`config.mk`:
```
export PLATFORM = sky130hd
export DESIGN_NAME = capcoh_top
export DESIGN_NICKNAME = d
export VERILOG_FILES = /design/src/rtl/capcoh_pkg.sv /design/src/rtl/capcoh_edge_sync.sv /design/src/rtl/capcoh_guard_fsm.sv /design/src/rtl/capcoh_sample_reg.sv /design/src/rtl/capcoh_top.sv
export SDC_FILE = /design/constraint.sdc
export NUM_CORES = 1
export LEC_CHECK = 0
export ABC_AREA = 1
export CORE_MARGIN = 2
export CORE_UTILIZATION = 48
export DETAILED_ROUTE_END_ITERATION = 8
export GPL_TIMING_DRIVEN = 1
export PLACE_DENSITY = 0.77
export SLEW_MARGIN = 20
export SYNTH_ARGS = -nofsm -noshare
export SYNTH_HDL_FRONTEND = slang
export SYNTH_SLANG_ARGS = --single-unit
```
`constraint.sdc`:
```
create_clock -name clk -period 2.4 [get_ports clk]
set_input_delay 0.24 -clock clk [delete_from_list [all_inputs] [get_ports clk]]
set_output_delay 0.24 -clock clk [all_outputs]
set_load 0.01 [all_outputs]
```
`src/rtl/capcoh_pkg.sv`:
```
package capcoh_pkg;
    typedef enum logic {
        ST_OPEN = 1'b0,
        ST_HELD = 1'b1
    } guard_state_t;
endpackage

```
`src/rtl/capcoh_edge_sync.sv`:
```
module capcoh_edge_sync #(
    parameter int STAGES = 2
) (
    input  logic clk,
    input  logic rst_n,
    input  logic din,
    output logic rise
);
    localparam int DEPTH = STAGES + 1;

    logic [DEPTH-1:0] chain;

    always_ff @(posedge clk or negedge rst_n) begin
        if (!rst_n) chain <= '0;
        else        chain <= {chain[DEPTH-2:0], din};
    end

    assign rise = chain[STAGES-1] & ~chain[STAGES];
endmodule

```
`src/rtl/capcoh_guard_fsm.sv`:
```
module capcoh_guard_fsm
    import capcoh_pkg::*;
(
    input  logic clk,
    input  logic rst_n,
    input  logic edge_seen,
    input  logic high_rd,
    input  logic low_rd,
    output logic accept,
    output logic locked
);
    guard_state_t state, next_state;

    always_ff @(posedge clk or negedge rst_n) begin
        if (!rst_n) state <= ST_OPEN;
        else        state <= next_state;
    end

    always_comb begin
        next_state = state;
        unique case (state)
            ST_OPEN: if (high_rd) next_state = ST_HELD;
            ST_HELD: if (low_rd)  next_state = ST_OPEN;
        endcase
    end

    always_comb begin
        accept = 1'b0;
        locked = 1'b0;
        unique case (state)
            ST_OPEN: accept = edge_seen & ~high_rd;
            ST_HELD: locked = 1'b1;
        endcase
    end
endmodule

```
`src/rtl/capcoh_sample_reg.sv`:
```
module capcoh_sample_reg #(
    parameter int CNT_W = 16
) (
    input  logic             clk,
    input  logic             rst_n,
    input  logic             accept,
    input  logic             low_rd,
    input  logic [CNT_W-1:0] count_in,
    output logic [CNT_W-1:0] sample,
    output logic             flag
);
    always_ff @(posedge clk or negedge rst_n) begin
        if (!rst_n) begin
            sample <= '0;
            flag   <= 1'b0;
        end else begin
            if (accept) sample <= count_in;
            if (accept)      flag <= 1'b1;
            else if (low_rd) flag <= 1'b0;
        end
    end
endmodule

```
`src/rtl/capcoh_top.sv`:
```
module capcoh_top #(
    parameter int BYTE_W      = 8,
    parameter int SYNC_STAGES = 2
) (
    input  logic                clk,
    input  logic                rst_n,
    input  logic                cap_in,
    input  logic [2*BYTE_W-1:0] count_in,
    input  logic                rd_stb,
    input  logic                rd_sel,
    output logic [BYTE_W-1:0]   rd_data,
    output logic                cap_flag
);
    localparam int CNT_W = 2 * BYTE_W;

    logic             edge_seen;
    logic             cap_accept;
    logic             locked;
    logic [CNT_W-1:0] cap_val;
    logic             high_rd;
    logic             low_rd;

    assign high_rd = rd_stb & ~rd_sel;
    assign low_rd  = rd_stb &  rd_sel;

    capcoh_edge_sync #(.STAGES(SYNC_STAGES)) u_sync (
        .clk   (clk),
        .rst_n (rst_n),
        .din   (cap_in),
        .rise  (edge_seen)
    );

    capcoh_guard_fsm u_fsm (
        .clk       (clk),
        .rst_n     (rst_n),
        .edge_seen (edge_seen),
        .high_rd   (high_rd),
        .low_rd    (low_rd),
        .accept    (cap_accept),
        .locked    (locked)
    );

    capcoh_sample_reg #(.CNT_W(CNT_W)) u_reg (
        .clk      (clk),
        .rst_n    (rst_n),
        .accept   (cap_accept),
        .low_rd   (low_rd),
        .count_in (count_in),
        .sample   (cap_val),
        .flag     (cap_flag)
    );

    assign rd_data = rd_sel ? cap_val[BYTE_W-1:0] : cap_val[CNT_W-1:BYTE_W];
endmodule

```
======== After elaboration in Yosys (flattened, before gate mapping) ========
Index checks and enable logic that the tools add are counted.
word-level totals
  flip-flop bits (word level) ............. 21
  input port bits ......................... 21
operators by class
  multiplexer cells ....................... 7
  reductions and logical operators ........ 1
  bitwise logic cells ..................... 8
operators by type and width
  kind               count
  $mux 8             1
  $mux 1             5
  $and 1x1->1        4
  $not 1->1          4
  $pmux 1 s2         1
  $reduce_bool 2->1  1

======== Depth between registers and ports, before layout ========
  word-level depth ........................ 6
  mapped depth ............................ 7

======== Hierarchy ========
Synthesis repeated with hierarchy kept, for this count alone.
unflattened totals
  cell total of the unflattened synthesis .. 115
  area total of the unflattened synthesis .. 933.4 µm²
by module, submodules not included
  module             times used  cells each  sequential area each (µm²)  area an instance (µm²)
  capcoh_sample_reg  1           72          425.4                       675.6
  capcoh_top         1           30          0.0                         116.4
  capcoh_edge_sync   1           5           75.1                        85.1
  capcoh_guard_fsm   1           8           25.0                        56.3

======== Worst setup path after synthesis ========
OpenSTA, ideal clock, no wires.
  path kind ............................... flip-flop to flip-flop
  from .................................... register u_sync.chain[2]
  to ...................................... register u_reg.sample[0]
  slack ................................... 1.351 ns
  path buffers ............................ 1
  arrival ................................. 0.932 ns
  stages on the path, launching flop included .. 6
  cell sequence ........................... dfrtp_1 > nor2_8 > nand3_4 > buf_8 > nand2_1 > nand2_1
between the ends
  cells in the longest elaborated chain, start to end .. 4
RTL lines
  item                    RTL line                 text
  start, declared         capcoh_edge_sync.sv:11   logic [DEPTH-1:0] chain;
  start signal, assigned  capcoh_edge_sync.sv:15   else chain <= {chain[DEPTH-2:0], din};
  $not 1->1               capcoh_edge_sync.sv:18   assign rise = chain[STAGES-1] & ~chain[STAGES];
  $and 1x1->1             capcoh_edge_sync.sv:18
  $and 1x1->1             capcoh_guard_fsm.sv:31   ST_OPEN: accept = edge_seen & ~high_rd;
  $mux 1                  capcoh_guard_fsm.sv:30   unique case (state)
  end signal, assigned    capcoh_sample_reg.sv:17  if (accept) sample <= count_in;
  end, declared           capcoh_sample_reg.sv:9   output logic [CNT_W-1:0] sample,
Every way passes these cells.
A chain may end at the register's enable or synchronous reset.

======== Final worst setup path ========
  from .................................... input port rd_sel
  to ...................................... output port rd_data[2]
between the ends
  cells in the longest elaborated chain, start to end .. 1
RTL lines
  item             RTL line          text
  start, declared  capcoh_top.sv:10  input logic rd_sel,
  $mux 8           capcoh_top.sv:53  assign rd_data = rd_sel ? cap_val[BYTE_W-1:0] : cap_val[CNT_W-1:BYTE_W];
  end, declared    capcoh_top.sv:11  output logic [BYTE_W-1:0] rd_data,
Every way passes these cells.

==> run_results.csv <==
group,metric,value,unit
setup_path,critical_path.cell_chain,"clkdlybuf4s50_1 > inv_8 > nand2_1 > nand2_1 > clkdlybuf4s50_1",
setup_path,worstPathMaxFanout,10,
clock_network,cts_root_buf,"clkbuf_4",
timing,fin_crit_sh,0.868,
drt,ant_nets,0,
setup_path,timing.critical_path.required,2.16,ns
final_layout,antenna_cells_inserted,0,
drt,vias,850,
timing,final_hold_vios,0,
clock_network,clk-insertion-delay-late,0.30,ns
clock_network,clkTransAtPathRegs,0.11,ns
final_layout,design.final.nets,159,
place,finalWeightedCongestion,0.768,
setup_path,crit_path_start_kind,"input pin",
setup_path,worstReg2RegEnd,"u_reg.sample[13]",
outcome,status,"completed",
global_routing,grt_start_max_net_pins,22,
floorplanning,starting_density_of_the_core,0.510,
yosys,synth.ff_latch_count,21,
power,finalPower,855,µW
global_routing,wire_length_of_the_first_global_routing_pass,3590,µm
drt,detail_route.first_pass.iterations,6,
timing,worstMarginPinSlew,0.550,ns
setup_path,critical_path.max_stage_delay,0.68,ns
place,dpl.hpwl,1450,µm
timing,max-slew-margin-rel,0.631,
clock_network,postCtsResizedCells,0,
power,p_per_area,661,nW/µm²
final_layout,area_delta_synth_final,29.2,%
final_layout,sequential_cell_area,526,µm²
timing,post-route-min-period,2.08,ns
power,peakVddDrop,0.405,mV
timing,final_worst_slack,0.317,ns
drt,drc,0,
drt,drt_iter0_drc,15,
global_routing,grtUsageTotal,0.191,
clock_network,post-cts-setup-buffer-count,0,
hold_path,hold_path.class,"in2async",
setup_path,timing.reg2reg.worst_path_depth,4,
drt,vias_per_cell,5.18,
setup_path,crit_start,"rd_sel",
floorplanning,die_w,49.7,µm
setup_path,critical_path.endpoint_type,"primary output",
setup_path,worstSetupPathType,"in2out",
place,port-buffer-count,29,
timing,final_max_slew_viol_count,0,
clock_network,cts_hold_buf,0,
yosys,synth_area_per_cell,9.27,µm²
yosys,syn_area,1000,µm²
timing,fmax,480,MHz
drt,postRouteWirelength,2160,µm
place,pre_cts_ws,0.345,ns
job,maxCapViolations,0,
timing,fin_skew,0.00228,ns
floorplanning,io_pins,30,
yosys,yosysSeqAreaShare,0.525,
clock_network,clock_sink_count,21,
yosys,synthesis.yosys.warnings,0,
clock_network,h-tree-depth,1,
final_layout,layout-drive-gt1-share,0.0803,
global_routing,initial_antenna_violation_count,0,
clock_network,clock_tree_from_tritoncts,"built",
setup_path,critical_path_arrival,1.84,ns
clock_network,numCtsBuffers,3,
final_layout,layoutNonFillerInstCount,164,
clock_network,clk_path_buf_depth,2,
timing,rsz0062_at_grt,"no",
global_routing,grt_pass1_vias,757,
floorplanning,placeableCoreArea,1960,µm²
place,numPlacedInstances,160,
yosys,synth.net_count,129,
timing,totalNegativeSetupSlack,0,ns
timing,setup_violations_final,0,
floorplanning,chipHeight,49.7,µm
yosys,synthCells,108,
final_layout,n_fill_cell,182,
floorplanning,floorplan.die_area,2470,µm²
global_routing,grt_overflow_total,0,
final_layout,multiInputGateArea,392,µm²
power,p_leak,0.636,nW
yosys,yosys.cell_types.count,14,
setup_path,regToRegSetupSlack,0.97,ns
setup_path,worst_path_max_delay_cell,"clkdlybuf4s50_1",
drt,detail_route.wl_per_cell,13.1,µm
floorplanning,placement_rows,16,
[cell usage after synthesis]
library cell | count | area [µm²]
inv_1 | 1 | 3.75
buf_6 | 2 | 22.5
nand4_1 | 16 | 100
o21ai_0 | 1 | 5.00
buf_8 | 1 | 15.0
nand2_8 | 1 | 20.0
dfrtp_1 | 21 | 526
nand3_4 | 1 | 17.5
clkinv_1 | 1 | 3.75
nor2_8 | 1 | 20.0
inv_8 | 1 | 11.3
clkbuf_8 | 2 | 27.5
nand2_1 | 56 | 210
nand2_2 | 3 | 18.8
[placed cells by master (no fill, tap or decap), drive strengths merged]
cell	Yosys	routed
nand2	60	60
clkdlybuf4s50	0	29
dfrtp	21	21
nand4	16	16
clkbuf	2	4
inv	2	2
nor2	1	1
clkinv	1	1
nand3	1	1
o21ai	1	1
buf	3	1
[worst max-delay path, delay by kind of cell]
family        cells  cell delay (ns)
buf+inv           3             1.46
simple gates      2             0.14
[where the power goes]
part,total [mW],internal [mW],leakage [nW],switching (mW)
Sequential,0.452,0.416,0.260,0.0361
Combinational,0.234,0.121,0.361,0.113
Clock,0.169,0.0647,0.0150,0.105
[metrics by stage]
step	hold WS, ns	instance area [µm²]	utilization
after floorplan	-0.0556	1000	-
after global placement	0.337	1270	0.646
after detailed placement	0.341	1270	0.646
after CTS	0.279	1290	0.659
after global routing	0.287	1290	0.659
final	0.271	1290	0.659
[metal layers]
layer,up-vias,wire (µm),part of all wire,GRT usage
li1,411,-,-,-
met1,411,918,0.43,0.244
met2,24,1120,0.52,0.327
met3,4,85,0.039,0.0212
met4,0,30,0.014,0.0833
met5,-,0,0,0
[registers in the layout, indices dropped and copies added (netlist names), named ones only]
signal / count
u_reg.flag: 1
u_reg.sample: 16
u_sync.chain: 3
[how the worst max path moves through the flow]
stage                            to  slack, ns  cells after the start
floorplan           u_reg.sample[0]       1.35                      5
finish                   rd_data[2]       0.32                      5
global placement         rd_data[0]       0.38                      5
global route             rd_data[2]       0.27                      5
detailed placement       rd_data[2]       0.34                      5
CTS                      rd_data[2]       0.31                      5
[layout make-up]
type | instances | share of cell area
timing repair buffer | 30 | 0.230
tap | 27 | 0.0261
multi-input combinational | 79 | 0.303
inverter | 3 | 0.0145
clock buffer | 4 | 0.0203
sequential | 21 | 0.406
[cells by family (layout without fill, tap and decap cells)]
logic type	Yosys count	in the layout	synth area share
AND/OR/NAND/NOR	78	78	0.386
buffers and inverters	8	37	0.0837
AO/OA/AOI/OAI	1	1	0.00500
flip-flops	21	21	0.525
No activity file was read; power rests on OpenSTA's default activity.
